**src/rtl/swire_pkg.sv**
```systemverilog
package swire_pkg;

    typedef enum logic [2:0] {
        S_IDLE,
        S_BRK_LOW,
        S_BRK_REC,
        S_WR_BIT,
        S_RD_WAIT,
        S_RD_BIT
    } seq_state_t;

    typedef enum logic [1:0] {
        OP_TX,
        OP_RX,
        OP_BRK
    } seq_op_t;

    localparam int ADDR_W = 5;

    localparam logic [ADDR_W-1:0] A_REV   = 5'h00;
    localparam logic [ADDR_W-1:0] A_TXD   = 5'h04;
    localparam logic [ADDR_W-1:0] A_RXD   = 5'h08;
    localparam logic [ADDR_W-1:0] A_CTRL  = 5'h0C;
    localparam logic [ADDR_W-1:0] A_INT   = 5'h10;
    localparam logic [ADDR_W-1:0] A_SCFG  = 5'h14;
    localparam logic [ADDR_W-1:0] A_SSTAT = 5'h18;

    localparam int CB_IEN  = 6;
    localparam int CB_CKEN = 5;
    localparam int CB_GO   = 4;
    localparam int CB_INIT = 2;
    localparam int CB_DIR  = 1;
    localparam int CB_MODE = 0;

    localparam int IB_TX = 2;
    localparam int IB_RX = 1;
    localparam int IB_TO = 0;

    localparam int SB_SRST = 1;
    localparam int SB_IDLE = 0;

endpackage

```
**src/rtl/swire_sync.sv**
```systemverilog
module swire_sync #(
    parameter int   STAGES  = 2,
    parameter logic RST_VAL = 1'b1
) (
    input  logic clk,
    input  logic rst_n,
    input  logic d,
    output logic q
);

    logic [STAGES-1:0] chain;

    generate
        for (genvar g = 0; g < STAGES; g++) begin : g_stage
            always_ff @(posedge clk or negedge rst_n) begin
                if (!rst_n) begin
                    chain[g] <= RST_VAL;
                end else begin
                    chain[g] <= (g == 0) ? d : chain[(g == 0) ? 0 : g-1];
                end
            end
        end
    endgenerate

    assign q = chain[STAGES-1];

endmodule

```
**src/rtl/swire_seq.sv**
```systemverilog
module swire_seq
    import swire_pkg::*;
#(
    parameter int T_BRK     = 19000,
    parameter int T_BRK_REC = 4000,
    parameter int T_CELL    = 19000,
    parameter int T_LOW1    = 4000,
    parameter int T_LOW0    = 12000,
    parameter int T_SAMPLE  = 6500,
    parameter int T_RXWAIT  = 50000
) (
    input  logic       clk,
    input  logic       rst_n,
    input  logic       clr,
    input  logic       start,
    input  seq_op_t    op,
    input  logic [7:0] tx_byte,
    input  logic       line_s,
    output logic       drive_low,
    output logic       busy,
    output logic       done_tx,
    output logic       done_rx,
    output logic       done_to,
    output logic [7:0] rx_byte
);

    localparam int CW = $clog2(T_BRK + T_BRK_REC + T_CELL + T_RXWAIT + 2);

    localparam logic [CW-1:0] C_BRK  = CW'(T_BRK - 1);
    localparam logic [CW-1:0] C_REC  = CW'(T_BRK_REC - 1);
    localparam logic [CW-1:0] C_CELL = CW'(T_CELL - 1);
    localparam logic [CW-1:0] C_SMP  = CW'(T_SAMPLE - 1);
    localparam logic [CW-1:0] C_WAIT = CW'(T_RXWAIT - 1);
    localparam logic [CW-1:0] C_LOW1 = CW'(T_LOW1);
    localparam logic [CW-1:0] C_LOW0 = CW'(T_LOW0);

    seq_state_t      state;
    logic [CW-1:0]   cnt;
    logic [2:0]      bitn;
    logic [7:0]      shreg;
    logic            line_q;
    logic            fall;

    assign fall = line_q & ~line_s;

    // State register with counters
    always_ff @(posedge clk or negedge rst_n) begin
        if (!rst_n) begin
            state  <= S_IDLE;
            cnt    <= '0;
            bitn   <= '0;
            shreg  <= '0;
            line_q <= 1'b1;
        end else begin
            line_q <= line_s;
            if (clr) begin
                state <= S_IDLE;
                cnt   <= '0;
                bitn  <= '0;
                shreg <= '0;
            end else begin
                unique case (state)
                    S_IDLE: begin
                        cnt  <= '0;
                        bitn <= '0;
                        if (start) begin
                            unique case (op)
                                OP_BRK:  state <= S_BRK_LOW;
                                OP_RX:   state <= S_RD_WAIT;
                                default: begin
                                    state <= S_WR_BIT;
                                    shreg <= tx_byte;
                                end
                            endcase
                        end
                    end
                    S_BRK_LOW: begin
                        if (cnt == C_BRK) begin
                            cnt   <= '0;
                            state <= S_BRK_REC;
                        end else begin
                            cnt <= cnt + 1'b1;
                        end
                    end
                    S_BRK_REC: begin
                        if (cnt == C_REC) begin
                            cnt   <= '0;
                            state <= S_IDLE;
                        end else begin
                            cnt <= cnt + 1'b1;
                        end
                    end
                    S_WR_BIT: begin
                        if (cnt == C_CELL) begin
                            cnt   <= '0;
                            shreg <= {1'b0, shreg[7:1]};
                            bitn  <= bitn + 1'b1;
                            if (bitn == 3'd7) state <= S_IDLE;
                        end else begin
                            cnt <= cnt + 1'b1;
                        end
                    end
                    S_RD_WAIT: begin
                        if (fall) begin
                            cnt   <= '0;
                            state <= S_RD_BIT;
                        end else if (cnt == C_WAIT) begin
                            cnt   <= '0;
                            state <= S_IDLE;
                        end else begin
                            cnt <= cnt + 1'b1;
                        end
                    end
                    S_RD_BIT: begin
                        if (cnt == C_SMP) shreg <= {line_s, shreg[7:1]};
                        if (cnt == C_CELL) begin
                            cnt   <= '0;
                            bitn  <= bitn + 1'b1;
                            state <= (bitn == 3'd7) ? S_IDLE : S_RD_WAIT;
                        end else begin
                            cnt <= cnt + 1'b1;
                        end
                    end
                endcase
            end
        end
    end

    // Outputs
    always_comb begin
        drive_low = 1'b0;
        done_tx   = 1'b0;
        done_rx   = 1'b0;
        done_to   = 1'b0;
        if (state == S_BRK_LOW) drive_low = 1'b1;
        if (state == S_WR_BIT) drive_low = (cnt < (shreg[0] ? C_LOW1 : C_LOW0));
        if (!clr) begin
            done_tx = (state == S_WR_BIT) && (cnt == C_CELL) && (bitn == 3'd7);
            done_rx = (state == S_RD_BIT) && (cnt == C_CELL) && (bitn == 3'd7);
            done_to = ((state == S_BRK_REC) && (cnt == C_REC)) ||
                      ((state == S_RD_WAIT) && !fall && (cnt == C_WAIT));
        end
    end

    assign busy    = (state != S_IDLE);
    assign rx_byte = shreg;

    p_idle_release_r10: assert property (@(posedge clk) disable iff (!rst_n)
        (state == S_IDLE) |-> !drive_low);

    p_start_when_idle_r8: assert property (@(posedge clk) disable iff (!rst_n)
        start |-> (state == S_IDLE));

endmodule

```
**src/rtl/swire_master.sv**
```systemverilog
module swire_master
    import swire_pkg::*;
#(
    parameter logic [3:0] REV_MAJOR   = 4'd1,
    parameter logic [3:0] REV_MINOR   = 4'd0,
    parameter int         T_BRK       = 19000,
    parameter int         T_BRK_REC   = 4000,
    parameter int         T_CELL      = 19000,
    parameter int         T_LOW1      = 4000,
    parameter int         T_LOW0      = 12000,
    parameter int         T_SAMPLE    = 6500,
    parameter int         T_RXWAIT    = 50000,
    parameter int         RST_CYC     = 16,
    parameter int         SYNC_STAGES = 2
) (
    input  logic              clk,
    input  logic              rst_n,
    input  logic              reg_sel,
    input  logic              reg_wr,
    input  logic [ADDR_W-1:0] reg_addr,
    input  logic [7:0]        reg_wdata,
    output logic [7:0]        reg_rdata,
    output logic              irq,
    output logic              line_pull,
    input  logic              line_in
);

    localparam int RW = $clog2(RST_CYC + 1);
    localparam logic [RW-1:0] C_RST = RW'(RST_CYC);

    logic [7:0]    txd, rxd;
    logic          ien, cken, go, init, dir, mode, autoidle;
    logic [2:0]    flags;
    logic [RW-1:0] srst_cnt;
    logic          srst_active, srst_req;
    logic          wr, rd, launch;
    seq_op_t       launch_op;
    logic          line_s;
    logic          seq_busy, seq_done_tx, seq_done_rx, seq_done_to, seq_done_any;
    logic [7:0]    seq_rx;

    assign srst_active  = (srst_cnt != '0);
    assign wr           = reg_sel & reg_wr & ~srst_active;
    assign rd           = reg_sel & ~reg_wr;
    assign srst_req     = wr && (reg_addr == A_SCFG) && reg_wdata[SB_SRST];
    assign launch       = wr && (reg_addr == A_CTRL) && reg_wdata[CB_GO] && !go;
    assign launch_op    = reg_wdata[CB_INIT] ? OP_BRK : (reg_wdata[CB_DIR] ? OP_RX : OP_TX);
    assign seq_done_any = seq_done_tx | seq_done_rx | seq_done_to;

    swire_sync #(.STAGES(SYNC_STAGES), .RST_VAL(1'b1)) u_sync (
        .clk   (clk),
        .rst_n (rst_n),
        .d     (line_in),
        .q     (line_s)
    );

    swire_seq #(
        .T_BRK     (T_BRK),
        .T_BRK_REC (T_BRK_REC),
        .T_CELL    (T_CELL),
        .T_LOW1    (T_LOW1),
        .T_LOW0    (T_LOW0),
        .T_SAMPLE  (T_SAMPLE),
        .T_RXWAIT  (T_RXWAIT)
    ) u_seq (
        .clk       (clk),
        .rst_n     (rst_n),
        .clr       (srst_req | srst_active),
        .start     (launch),
        .op        (launch_op),
        .tx_byte   (txd),
        .line_s    (line_s),
        .drive_low (line_pull),
        .busy      (seq_busy),
        .done_tx   (seq_done_tx),
        .done_rx   (seq_done_rx),
        .done_to   (seq_done_to),
        .rx_byte   (seq_rx)
    );

    always_ff @(posedge clk or negedge rst_n) begin
        if (!rst_n) begin
            txd <= '0; rxd <= '0; flags <= '0;
            ien <= 1'b0; cken <= 1'b0; go <= 1'b0; init <= 1'b0;
            dir <= 1'b0; mode <= 1'b0; autoidle <= 1'b0;
            srst_cnt <= '0;
        end else if (srst_req || srst_active) begin
            txd <= '0; rxd <= '0; flags <= '0;
            ien <= 1'b0; cken <= 1'b0; go <= 1'b0; init <= 1'b0;
            dir <= 1'b0; mode <= 1'b0; autoidle <= 1'b0;
            srst_cnt <= srst_req ? C_RST : srst_cnt - 1'b1;
        end else begin
            if (wr && reg_addr == A_TXD) txd <= reg_wdata;
            if (wr && reg_addr == A_SCFG) autoidle <= reg_wdata[SB_IDLE];
            if (wr && reg_addr == A_CTRL) begin
                ien  <= reg_wdata[CB_IEN];
                cken <= reg_wdata[CB_CKEN];
                mode <= reg_wdata[CB_MODE];
                if (!go) begin
                    go   <= reg_wdata[CB_GO];
                    init <= reg_wdata[CB_INIT];
                    dir  <= reg_wdata[CB_DIR];
                end
            end
            if (seq_done_any) begin
                go   <= 1'b0;
                init <= 1'b0;
            end
            if (seq_done_rx) rxd <= seq_rx;
            flags <= (flags & ~{3{rd && (reg_addr == A_INT)}}) |
                     {seq_done_tx, seq_done_rx, seq_done_to};
        end
    end

    always_comb begin
        case (reg_addr)
            A_REV:   reg_rdata = {REV_MAJOR, REV_MINOR};
            A_TXD:   reg_rdata = txd;
            A_RXD:   reg_rdata = rxd;
            A_CTRL:  reg_rdata = {1'b0, ien, cken, go, 1'b0, init, dir, mode};
            A_INT:   reg_rdata = {5'b0, flags};
            A_SCFG:  reg_rdata = {6'b0, srst_active, autoidle};
            A_SSTAT: reg_rdata = {7'b0, ~srst_active};
            default: reg_rdata = 8'h00;
        endcase
    end

    assign irq = ien & (|flags);

    p_go_tracks_seq_r8: assert property (@(posedge clk) disable iff (!rst_n)
        go == seq_busy);

    p_done_clears_go_r2: assert property (@(posedge clk) disable iff (!rst_n)
        seq_done_any |=> !go);

    p_tx_flag_latch_r2: assert property (@(posedge clk) disable iff (!rst_n)
        seq_done_tx |=> flags[IB_TX]);

    p_read_clears_r6: assert property (@(posedge clk) disable iff (!rst_n)
        (rd && reg_addr == A_INT && !seq_done_any && !srst_req) |=> (flags == 3'b000));

    p_reset_quiet_r9: assert property (@(posedge clk) disable iff (!rst_n)
        srst_active |-> (!go && flags == 3'b000 && !line_pull));

endmodule

```
**config.mk**
```make
export PLATFORM = sky130hd
export DESIGN_NAME = swire_master
export DESIGN_NICKNAME = d
export VERILOG_FILES = /design/src/rtl/swire_pkg.sv /design/src/rtl/swire_sync.sv /design/src/rtl/swire_seq.sv /design/src/rtl/swire_master.sv
export SDC_FILE = /design/constraint.sdc
export NUM_CORES = 1
export LEC_CHECK = 0
export BUFFER_PORTS_ARGS = -buffer_cell sky130_fd_sc_hd__buf_2
export CORE_UTILIZATION = 67
export CTS_BUF_LIST = sky130_fd_sc_hd__clkbuf_4 sky130_fd_sc_hd__clkbuf_8
export CTS_CLUSTER_SIZE = 25
export DETAILED_ROUTE_END_ITERATION = 8
export PLACE_DENSITY = 0.95
export SLEW_MARGIN = 25
export SYNTH_ARGS = -nofsm -noshare
export SYNTH_HDL_FRONTEND = slang
export SYNTH_HIERARCHICAL = 1
export SYNTH_SLANG_ARGS = --single-unit
```
**constraint.sdc**
```tcl
create_clock -name clk -period 10 [get_ports clk]
set_input_delay 1 -clock clk [delete_from_list [all_inputs] [get_ports clk]]
set_output_delay 1 -clock clk [all_outputs]
set_load 0.005 [all_outputs]
```
Yosys cells after proc, flatten, opt, wreduce, memory -nomap -nowiden

Index checks and enable logic that the tools add are counted.

Bits in writable memories: 0
Memories kept: 0
ROM bits: 0
Bits in latches: 0
Register bits after elaboration: 65
Logic and storage cells: 164
Output and inout port bits: 10

Muxes and demuxes: 61
Shift operators: 0
Reductions and logical operators: 37
Divide/modulo/power cells: 0
$lt $le $gt $ge: 1
$add $sub $neg: 3
Bitwise logic cells: 14
Multiply operators: 0
Equality and inequality tests: 30

Operators with widths:

| operator                | number |
|---|---|
| $mux W17                | 5 |
| $mux W8                 | 9 |
| $pmux W17 S4            | 1 |
| $pmux W8 S7             | 1 |
| $mux W3                 | 13 |
| $mux W1                 | 25 |
| $ne A3 B1 Y1 const B    | 8 |
| $pmux W8 S3             | 1 |
| $pmux W3 S6             | 1 |
| $add A17 B1 Y17 const B | 1 |
| $eq A17 B12 Y1 const B  | 1 |
| $eq A17 B13 Y1 const B  | 1 |
| $eq A17 B15 Y1 const B  | 1 |
| $eq A17 B16 Y1 const B  | 1 |
| $lt A17 B17 Y1          | 1 |
| $eq A5 B5 Y1 const B    | 3 |
| $logic_and A1 B1 Y1     | 14 |
| $mux W14                | 1 |
| $pmux W3 S2             | 2 |
| $eq A5 B4 Y1 const B    | 2 |
| $eq A3 B3 Y1 const B    | 3 |
| $reduce_bool A2 Y1      | 4 |
| $reduce_and A7 Y1       | 1 |
| $eq A3 B2 Y1 const B    | 2 |
| 28 further kinds        | 44 |

Longest topological paths before layout

Gate-level depths: netlist (run 1).

Word-level depth: 11
Mapped depth: 12
Depth with buffers taken out: 10

Modules after synthesis

The synthesis (run 1) kept the hierarchy.

Modules (own cells, without submodules):

| module       | cells an instance | times used | area an instance (µm²) |
|---|---|---|---|
| swire_seq    | 216               | 1          | 2055.7 |
| swire_master | 173               | 1          | 1645.3 |
| swire_sync   | 2                 | 1          | 52.6 |

Least setup slack after synthesis (run 1)

OpenSTA, ideal clock, no wires.

Path kind: input-to-reg
Start point: input port reg_addr[3]
End point: register init
Library setup time: 78 ps
Data required time: 9922 ps
Path slack: 6233 ps
Arrival: 3690 ps
Cell stages on the path: 10
Path through: nor4b_1 a41o_1 buf_6 buf_2 clkbuf_1 nor3_1 and3_2 buf_1 or4_4 a21oi_1

Word-level cells in the longest chain between the ends: 9
Elaborated cells on any way between the ends: 17

RTL lines:

| what                                                          | RTL line            | source |
|---|---|---|
| start: declaration                                            | swire_master.sv:20  | `input logic [ADDR_W-1:0] reg_addr,` |
| $eq A5 B5 Y1 (*)                                              | swire_master.sv:45  | `assign srst_req = wr && (reg_addr == A_SCFG) && reg_wdata[SB_SRST];` |
| $logic_and A1 B1 Y1 (*) (2 in series)                         | swire_master.sv:45  |  |
| $or A1 B1 Y1 (*)                                              | swire_master.sv:68  | `.clr (srst_req \| srst_active),` |
| $mux W1 (*)                                                   | swire_seq.sv:137    | `if (!clr) begin` |
| net seq_done_rx                                               | swire_master.sv:39  | `logic seq_busy, seq_done_tx, seq_done_rx, seq_done_to, seq_done_any;` |
| $or A1 B1 Y1 (*) (2 in series)                                | swire_master.sv:48  | `assign seq_done_any = seq_done_tx \| seq_done_rx \| seq_done_to;` |
| $ne A3 B1 Y1 (no line) (tied with other cells)                | --                  |  |
| $reduce_and A2 Y1 (no line) / $mux W1 (equally long branches) | --                  |  |
| end signal: assignment                                        | swire_master.sv:101 | `init <= reg_wdata[CB_INIT];` |
| end: declaration                                              | swire_master.sv:32  | `logic ien, cken, go, init, dir, mode, autoidle;` |

The timed path passes the listed nets; every way through them passes the cells marked *.
A chain may end at the register's enable or synchronous reset.

Final worst setup path (run 1)

Ends and elaborated chain as after synthesis.

==> run summary, run 1 <==
Placed inst area: 3900 µm²
Setup CP Type: in2reg
H-Tree Depth: 3
Clk buf depth: 2
Slew headroom: 42.1%
Clock power frac: 42.7%
Final HPWL DP: 5950 µm
Worst slew pin tran: 0.856 ns
Final non-filler cell total: 487
Total number of clock tree sinks: 65
Area Growth Syn to Fin: 10.4%
Vias in the first global route: 3,083
Cts hold-fix bufs: 0
Core Region: 5240 µm²
Initial antenna violation count: 0
GRT Util Overall: 32.8%
Hold Vio Cnt, Final: 0
First DRT Iteration DRCs: 317
Switch share: 27.1%
Leakage power: 1.77 nW
Setup TNS: 0 ns
Internal: 0.474 mW
Final-report max-slew violation count: 0
Yosys top cell area share: 41.3%
NetSw: 0.177 mW
Top cells by area, synth: dfrtp_1 (41%), mux2i_1 (6.7%), nor2_1 (5.3%), ha_1 (3.3%), nand2_1 (3.1%)
Initial Utilization: 71.7%
Hold_sp: u_sync/chain[0]$_DFF_PN1_
Post-CTS setup buffers: 0
Largest family of logic cells by synthesized area: simple AND/OR/NAND/NOR gates
Worst Clk Skew: 0.0121 ns
Total routed wirelength: 8930 µm
Asr flop ratio synth: 100%
Final setup fails: 0
Cell area after layout: 4150 µm²
Distinct cells, synth: 60
Share of cells above drive strength 1: 16.8%
Max Freq: 0.277 GHz
Sequential share of power: 43.4%
Mapped Cells: 391
Syn_area_per_cell: 9.60 µm²
Skew-Pair Late Insertion Delay: 0.34 ns
Post-Synth XOR/XNOR Area: 3.73%
Vias/cell: 6.45
Worst reg2reg path startpoint: srst_cnt[0]$_DFFE_PN0P_
Simple-gate area share of the yosys netlist: 22.9%
Period Utilization, post-route: 36.1%
CP max FO: 33
Maximum VDD drop: 0.160 mV
Clk slew on worst S/H paths: 0.08 ns
Rows: 26
Compound-Gate Fraction of Synth Area: 12.8%
TritonCTS Buffers: 9
Worst endpoint data arrival time: 3.87 ns
Die ar.: 5910 µm²
Final net count: 440
Post-synthesis cell area: 3750 µm²
Register area share after synthesis: 43.4%
Comb power frac: 14.0%
Post_cts resized: 0
GP Congestion: 0.895
PwrDens: 157 nW/µm²
Placed cell count: 471
Final hold slack: 0.361 ns
Startpoint Class: primary input
Crit path buffers/inverters: 2
ANT cells: 0
IO Pins: 28
RSZ-0062 raised after global routing: false
Die Height: 76.9 µm
Worst-path cell chain: buf_2, nor4b_1, a41o_1, buf_4, nor3_1, and3_2, or4_4, a21oi_1
ANT nets after route: 0
Cell taking the most area after synthesis: dfrtp_1
Crit path from: reg_addr[3]
Detailed-route via count: 3,139
Worst min path class: reg2reg
PortBufs: 27
Synth Register Bits: 65
Ys Warns: 6
Routed wire per std cell: 18.3 µm
Reg2reg setup slack: 6.85 ns
Die Wd: 76.9 µm
Total grt overflow: 0
Synth Area in Adders: 3.33%
Min cycle time layout: 3.61 ns
CTS tree: built
Max Cap Viol: 0
Fin util: 79.1%
Synthesized net count: 419
Crit-path max cell delay: 0.79 ns
Status: complete, no violations
Crit. End Element: register
Multiplexer area fraction after synthesis: 9.47%
Clk root buf: clkbuf_8
Critical Path Slowest Stage Cell: nor4b_1
Synth Flop Type: dfrtp_1
Post-synth EDFFs: 0
CP required: 10.26 ns
Crit-path leading delay family: simple AND/OR/NAND/NOR gates
Largest net degree at the start of global routing: 66
First-pass GRT wire length: 14,900 µm
Residual DRC: 0
Total iterations of the first detailed-routing run: 5
per-layer routing:
layer  vias up  GRT usage (%)  wire (µm)  part of all wire (%)
met2       187           50.7       4150                    47
met4         0           16.0        228                   2.6
met5         -              0          0                     0
met1      1492           43.8       3790                    42
met3        28           7.14        757                   8.5
li1       1432              -          -                     -
stage by stage:
| step | setup WS, ns | power (mW) |
|---|---|---|
| 2_1_floorplan | 6.23 | 0.351 |
| 3_3_place_gp | 6.23 | 0.372 |
| 3_5_place_dp | 6.07 | 0.377 |
| 4_1_cts | 6.43 | 0.652 |
| 5_1_grt | 6.24 | 0.673 |
| 6_report | 6.39 | 0.651 |
path summary, 6_finish.rpt:
kind	end	cells past startpoint
min in group asynchronous	srst_cnt[4]$_DFFE_PN0P_	2
min	u_sync/q$_DFF_PN1_	0
min reg2reg	u_sync/q$_DFF_PN1_	0
max in group asynchronous	u_seq/cnt[6]$_DFF_PN0_	2
max	init$_DFFE_PN0P_	8
max reg2reg	rxd[4]$_DFFE_PN0P_	9
cells by family after synthesis:
| kind of cell | Yosys count |
|---|---|
| XOR/XNOR | 16 |
| AO/OA/AOI/OAI | 67 |
| AND/OR/NAND/NOR | 162 |
| flip-flops | 65 |
| buffers and inverters | 37 |
| adder cells (fa/ha/maj) | 10 |
| multiplexers | 34 |
synth_stat cells (2+ instances only):
cell / count
buf_2: 3
inv_1: 17
a41o_1: 2
nor3_4: 2
a21oi_1: 21
nand3_1: 15
dfrtp_1: 62
nor4b_1: 5
and2_1: 5
o21ai_0: 13
xor2_1: 12
buf_6: 3
nor2b_1: 4
mux2_2: 8
nand2_1: 31
nand3b_1: 4
dfstp_2: 3
o31ai_1: 2
nor2_1: 53
xnor2_1: 4
o32ai_1: 2
nand4b_1: 3
nor3b_1: 2
ha_1: 10
or3_1: 4
a22oi_1: 3
nor4_1: 3
nand2b_1: 2
a22o_1: 7
buf_1: 2
and4_1: 2
a21o_1: 2
clkbuf_1: 12
or2_1: 2
and3_1: 5
nand4_1: 8
nor3_1: 5
a2bb2oi_1: 2
mux2i_1: 25
layout make-up:
type	instances	area, µm²
Multi-Input combinational cell	289	1960
Sequential cell	65	1630
Fill cell	314	1090
Timing Repair Buffer	30	158
Clock buffer	9	124
Clock inverter	7	124
Tap cell	70	87.6
Inverter	17	63.8
placed cells by master (no fill, tap or decap), drive strengths merged, types with 12 or more instances in the layout:
cell type | Yosys | final
a21oi | 21 | 21
buf | 8 | 30
dfrtp | 62 | 62
inv | 17 | 19
mux2i | 25 | 25
nand2 | 31 | 31
nand3 | 15 | 15
nor2 | 53 | 53
o21ai | 13 | 13
xor2 | 12 | 12
state kept, by name, summed over array words and instances, names as in the netlist:
| name | flops |
|---|---|
| u_seq/line_q | 1 |
| flags | 3 |
| u_seq/bitn | 3 |
| u_sync/chain | 1 |
| u_seq/rx_byte | 8 |
| cken | 1 |
| srst_cnt | 5 |
| ien | 1 |
| dir | 1 |
| rxd | 8 |
| autoidle | 1 |
| u_seq/cnt | 17 |
| init | 1 |
| go | 1 |
| mode | 1 |
| u_seq/state | 3 |
| txd | 8 |
| u_sync/q | 1 |
power by group through the flow:
stage | Sequential (mW) | Clock (mW) | Combinational, mW
3_3_place_gp | 0.286 | 0 | 0.0858
6_report | 0.282 | 0.278 | 0.0909
3_5_place_dp | 0.287 | 0 | 0.0895
2_1_floorplan | 0.285 | 0 | 0.0660
5_1_grt | 0.283 | 0.290 | 0.100
4_1_cts | 0.282 | 0.279 | 0.0904
worst register-to-register path, cell delays in order (launching register included):
cell     delay [ns]
dfrtp_1        0.38
inv_1          0.09
ha_1           0.22
or4b_4         0.52
a41o_1         0.22
buf_4          0.24
nor3_1         0.54
and3_2         0.49
mux2i_1        0.26
nor2_1         0.07
Power figures use the tool's default switching activity.
==> run 2, diff against run 1 <==
CORE_UTILIZATION = 62   (was 67)
PLACE_DENSITY = 0.93   (was 0.95)
clock period = 3.4 ns   (was 10 ns; I/O delays follow)
==> run 2 against run 1 <==
Against the previous run:
- combinational power rose to 3.0 times the previous value
- highest routed layer unchanged
- largest power group unchanged
- setup slack got worse by 5.9 ns
- first-iteration DRC count rose by 40%
- critical endpoint is now rxd[1]$_DFFE_PN0P_
- core utilization fell by 6.5 points
- non-clock buffer count rose by 2
- global-route usage fell by 2.5 points
==> run summary, run 2 (synthesis results as in run 1) <==
Core Region: 5680 µm² (+8.4%)
CTS tree: built
GP Congestion: 0.907 (+1.4%)
Max Freq: 0.344 GHz
TritonCTS Buffers: 9 (unchanged)
CP max FO: 10 (-70%)
Total routed wirelength: 8730 µm (-2.2%)
Cell area after layout: 4120 µm² (-0.57%)
Final HPWL DP: 5920 µm (-0.54%)
RSZ-0062 raised after global routing: false
Crit. End Element: register
Final setup fails: 0 (unchanged)
Clk buf depth: 2 (unchanged)
Die Wd: 79.8 µm (+3.9%)
Residual DRC: 0 (unchanged)
Placed inst area: 3910 µm² (+0.26%)
Status: complete, no violations
Startpoint Class: register
PortBufs: 27 (unchanged)
Most common cell after layout, fill and taps aside: dfrtp_1
Clk root buf: clkbuf_8
Share of cells above drive strength 1: 16.9% (+0.16 points)
Pwr Total: 1.78 mW (+170%)
Die ar.: 6370 µm² (+7.9%)
Die Height: 79.8 µm (+3.9%)
Post_cts resized: 0 (unchanged)
Most frequent cells in the layout: dfrtp_1 (62), nor2_1 (53), nand2_1 (31), buf_2 (27), mux2i_1 (25)
First DRT Iteration DRCs: 445 (+40%)
Pre-CTS setup slack: 0.593 ns (-5.48 ns)
Min cycle time layout: 2.91 ns
Setup TNS: 0 ns (unchanged)
Max Cap Viol: 0 (unchanged)
IO Pins: 28 (unchanged)
Setup CP Type: reg2reg
Worst Clk Skew: 0.0104 ns (-0.00169 ns)
Final WS setup: 0.494 ns (-5.90 ns)
Routed wire per std cell: 17.8 µm (-3.0%)
Vias/cell: 6.45 (about the same)
Clk slew on worst S/H paths: 0.08 ns (about the same)
Total grt overflow: 0 (unchanged)
Worst slew pin tran: 0.749 ns (-0.107 ns)
Final-report max-slew violation count: 0 (unchanged)
Period Utilization, post-route: 85.5%
ANT nets after route: 0 (unchanged)
Total number of clock tree sinks: 65 (unchanged)
Area Growth Syn to Fin: 9.80%
Biggest register: u_seq/cnt
H-Tree Depth: 3 (unchanged)
GRT Util Overall: 30.2% (-2.5 points)
Maximum VDD drop: 0.318 mV (+99%)
Detailed-route via count: 3,166 (+0.86%)
Largest net degree at the start of global routing: 50 (-24%)
Rows: 27 (+3.8%)
Final net count: 442 (+0.45%)
Total iterations of the first detailed-routing run: 5 (unchanged)
Worst min path class: in2reg
Initial Utilization: 66.1% (-5.5 points)
PwrDens: 431 nW/µm² (+170%)
Leakage power: 1.76 nW (-0.24%)
Skew-Pair Late Insertion Delay: 0.36 ns (+0.02 ns)
Vias in the first global route: 2,854 (-7.4%)
ANT cells: 0 (unchanged)
Max FFs per register: 17 (unchanged)
Post-CTS setup buffers: 0 (unchanged)
Hold Vio Cnt, Final: 0 (unchanged)
CP required: 3.63 ns (-6.63 ns)
Worst endpoint data arrival time: 3.13 ns (-0.74 ns)
Slew headroom: 50.0% (+7.9 points)
First-pass GRT wire length: 14,400 µm (-3.4%)
Initial antenna violation count: 0 (unchanged)
==> run 2: cell types whose count changed in the layout (fill, tap and decap cells not counted) <==
cell,before,now
clkinv_4,1,2
inv_6,2,1
bufinv_16,3,1
clkbuf_8,9,10
clkinv_2,0,2
dlygate4sd3_1,0,1
buf_4,3,4
clkinvlp_4,1,0
==> run 2: where the power goes <==
| group | switching, mW | total [mW] | internal (mW) |
|---|---|---|---|
| Clock | 0.317 | 0.677 | 0.361 |
| Combinational | 0.169 | 0.269 | 0.0999 |
| Sequential | 0.0267 | 0.830 | 0.803 |
| Total | 0.512 | 1.78 | 1.26 |
==> run 2: timing repair <==
action,CTS,global route
hold buffers,1,0
endpoints found under the hold margin,16,0
setup endpoints to repair,0,0
==> run 2: per-layer routing <==
| layer | vias up | routed length [µm] | global-route usage (%) |
|---|---|---|---|
| met2 | 162 | 4160 | 45.6 |
| met4 | 0 | 130 | 10.2 |
| met1 | 1548 | 3820 | 41.8 |
| met5 | - | 0 | 0 |
| li1 | 1437 | - | - |
| met3 | 19 | 616 | 8.69 |
==> run 2: worst max-delay path, stage by stage (launching register included) <==
cell and delay (ns):
dfrtp_1 0.38, inv_1 0.09, ha_1 0.23, or4b_4 0.52, a41o_1 0.27, nor3_1 0.52
and3_2 0.47, mux2i_1 0.24, nor2_1 0.05
==> run 2: final timing paths <==
| check | endpoint | slack (ns) | depth (start not counted) | startpoint |
|---|---|---|---|---|
| max | rxd[1]$_DFFE_PN0P_ | 0.49 | 8 | srst_cnt[0]$_DFFE_PN0P_ |
| min | u_sync/chain[0]$_DFF_PN1_ | 0.09 | 1 | line_in |
| max reg2reg | rxd[1]$_DFFE_PN0P_ | 0.49 | 8 | srst_cnt[0]$_DFFE_PN0P_ |
| min reg2reg | u_sync/q$_DFF_PN1_ | 0.36 | 0 | u_sync/chain[0]$_DFF_PN1_ |
| max in group asynchronous | u_seq/cnt[13]$_DFF_PN0_ | 2.00 | 3 | rst_n |
| min in group asynchronous | srst_cnt[2]$_DFFE_PN0P_ | 0.43 | 2 | rst_n |
==> run 2: through the flow <==
stage | cells | utilization [%] | hold WS, ns
after global routing | 491 | 72.6 | 0.0698
after CTS | 491 | 72.6 | 0.0742
after global placement | 474 | 68.8 | 0.278
after floorplan | 391 | - | 0.0444
after detailed placement | 474 | 68.8 | 0.283
final | 491 | 72.6 | 0.0852
==> run 2: final cells by class <==
cell class | instances | area [µm²]
Multi-Input combinational cell | 289 | 1960
Sequential cell | 65 | 1630
Fill cell | 375 | 1550
Timing Repair Buffer | 32 | 175
Clock buffer | 10 | 138
Tap cell | 72 | 90.1
Clock inverter | 6 | 66.3
Inverter | 17 | 63.8
==> run 3, diff against run 2 <==
SKIP_LAST_GASP = 1   (was not set)
clock period = 2.8 ns   (was 3.4 ns; I/O delays follow)
==> run 3 against run 2 <==
Against the previous run:
- flip-flop and latch count is the same
- hold slack worse by 0.058 ns
- setup slack lost 0.33 ns
- critical endpoint is now u_seq/rx_byte[2]$_DFFE_PN0P_
==> run summary, run 3 (synthesis results as in run 1) <==
Status: complete, no violations
Startpoint Class: register
CTS tree: built
Max Freq: 0.379 GHz (+10%)
Critical Path Slowest Stage Cell: or4b_4
Slew headroom: 46.1% (-3.9 points)
Total grt overflow: 0 (unchanged)
Share of cells above drive strength 1: 20.2% (+3.2 points)
Hold Vio Cnt, Final: 0 (unchanged)
Worst endpoint data arrival time: 2.89 ns (-0.24 ns)
GRT Util Overall: 30.2% (about the same)
Worst r2r path cells: 9 (+1)
Final HPWL DP: 6180 µm (+4.3%)
H-Tree Depth: 3 (unchanged)
First DRT Iteration DRCs: 359 (-19%)
Total number of clock tree sinks: 65 (unchanged)
Die Wd: 79.8 µm (unchanged)
RR Endpoint: u_seq/rx_byte[2]$_DFFE_PN0P_
Initial antenna violation count: 0 (unchanged)
Total routed wirelength: 8810 µm (+0.95%)
Routed wl met2: 4270 µm (+2.5%)
Crit. End Element: register
Cells on Worst Hold Path: 1 (unchanged)
Routed wire per std cell: 17.7 µm (-0.47%)
Die ar.: 6370 µm² (unchanged)
TritonCTS Buffers: 9 (unchanged)
Worst min path class: in2reg
Biggest register: u_seq/cnt
Core Region: 5680 µm² (unchanged)
Skew-Pair Late Insertion Delay: 0.36 ns (about the same)
First-pass GRT wire length: 14,500 µm (+0.63%)
Min cycle time layout: 2.64 ns (-0.266 ns)
Max Cap Viol: 0 (unchanged)
Cts hold-fix bufs: 0 (-1)
Setup TNS: 0 ns (unchanged)
Top sig layer: met4
Most common cell after layout, fill and taps aside: dfrtp_1
Pwr Total: 2.13 mW (+20%)
CP max FO: 9 (-1)
Detailed-route via count: 3,143 (-0.73%)
Total iterations of the first detailed-routing run: 5 (unchanged)
Residual DRC: 0 (unchanged)
Initial Utilization: 66.1% (unchanged)
Reg2reg setup slack: 0.16 ns (-0.33 ns)
IO Pins: 28 (unchanged)
CP required: 3.05 ns (-0.58 ns)
GP Congestion: 0.948 (+4.5%)
Met1 WL: 3850 µm (+0.73%)
Max FFs per register: 17 (unchanged)
Worst Clk Skew: 0.0143 ns (+0.00388 ns)
Crit-path max cell delay: 0.50 ns (-0.02 ns)
Largest net degree at the start of global routing: 66 (+32%)
ANT cells: 0 (unchanged)
Most frequent cells in the layout: dfrtp_1 (62), nor2_1 (53), nand2_1 (31), buf_2 (27), mux2i_1 (25)
PortBufs: 27 (unchanged)
Hold_sp: line_in
Worst-path cell chain: inv_1, ha_2, or4b_4, a41o_2, nor2b_4, nand3b_1, o211ai_4, buf_12, mux2_4
Final setup fails: 0 (unchanged)
Crit path buffers/inverters: 2 (+1)
Worst reg2reg path startpoint: srst_cnt[1]$_DFFE_PN0P_
Crit-path leading delay family: simple AND/OR/NAND/NOR gates
Leakage power: 1.79 nW (+1.7%)
PwrDens: 506 nW/µm² (+18%)
Worst slew pin tran: 0.808 ns (+0.0592 ns)
Period Utilization, post-route: 94.3% (+8.8 points)
Maximum VDD drop: 0.463 mV (+46%)
Vias/cell: 6.31 (-2.1%)
Worst hold path endpoint: u_sync/chain[0]$_DFF_PN1_
Vias in the first global route: 2,936 (+2.9%)
Final net count: 449 (+1.6%)
ANT nets after route: 0 (unchanged)
Clk slew on worst S/H paths: 0.08 ns (about the same)
RSZ-0062 raised after global routing: false
Die Height: 79.8 µm (unchanged)
Final-report max-slew violation count: 0 (unchanged)
Clk root buf: clkbuf_8
Clk buf depth: 2 (unchanged)
Rows: 27 (unchanged)
Setup CP Type: reg2reg
Met3 wire len: 449 µm (-27%)
Area Growth Syn to Fin: 12.1%
-- run 3: layer usage --
layer	up-vias	GRT usage, %
li1	1456	-
met1	1541	38.7
met2	121	49.7
met3	25	5.03
met4	0	14.8
met5	-	0
-- run 3: metrics by stage --
| stage | hold slack [ns] | util, % | instances | area, µm² | setup slack [ns] |
|---|---|---|---|---|---|
| after detailed placement | 0.349 | 70.5 | 481 | 4000 | 0.0275 |
| after global placement | 0.348 | 70.5 | 481 | 4000 | 0.157 |
| after global routing | 0.0210 | 74.1 | 498 | 4210 | 0.0526 |
| after CTS | 0.0233 | 73.7 | 497 | 4180 | 0.0273 |
| final | 0.0270 | 74.1 | 498 | 4210 | 0.160 |
| after floorplan | -0.0156 | - | 391 | 3810 | 0.0189 |
-- run 3: timing repair --
| item | in CTS | in global routing |
|---|---|---|
| setup endpoints to repair | 0 | 8 |
| resized for setup | 0 | 2 |
| buffers inserted | 0 | 1 |
-- run 3: final cells by class --
cell class                 count  area [µm²]
tap                           72        90.1
fill                         405        1470
clock buffer                  10         138
clock inverter                 6        42.5
multi-input combinational    289        2000
timing repair buffer          39         238
sequential                    65        1630
inverter                      17        63.8
-- run 3: worst register-to-register path, delay by kind of cell, from the launching register on --
kind                       cells  cell delay, ns
and+or+nand+nor                3            0.80
AOI/OAI and AO/OA              2            0.59
DFF                            1            0.40
muxes                          1            0.30
buffers and inverters          2            0.24
adders and majority gates      1            0.21
-- run 3: power by group --
| part | internal [mW] | total [mW] | switching [mW] | leakage [nW] |
|---|---|---|---|---|
| clock | 0.346 | 0.739 | 0.393 | 0.0887 |
| sequential | 0.975 | 1.01 | 0.0356 | 0.890 |
| combinational | 0.152 | 0.380 | 0.229 | 0.813 |
-- run 3: how the worst max path moves through the flow --
stage / startpoint / end / slack, ns / cells past startpoint
global placement: srst_cnt[1]$_DFFE_PN0P_ / u_seq/rx_byte[6]$_DFFE_PN0P_ / 0.16 / 8
global route: srst_cnt[1]$_DFFE_PN0P_ / u_seq/rx_byte[3]$_DFFE_PN0P_ / 0.05 / 9
floorplan: srst_cnt[1]$_DFFE_PN0P_ / u_seq/rx_byte[1]$_DFFE_PN0P_ / 0.02 / 11
finish: srst_cnt[1]$_DFFE_PN0P_ / u_seq/rx_byte[2]$_DFFE_PN0P_ / 0.16 / 9
detailed placement: srst_cnt[1]$_DFFE_PN0P_ / u_seq/rx_byte[2]$_DFFE_PN0P_ / 0.03 / 8
CTS: srst_cnt[1]$_DFFE_PN0P_ / u_seq/rx_byte[2]$_DFFE_PN0P_ / 0.03 / 8
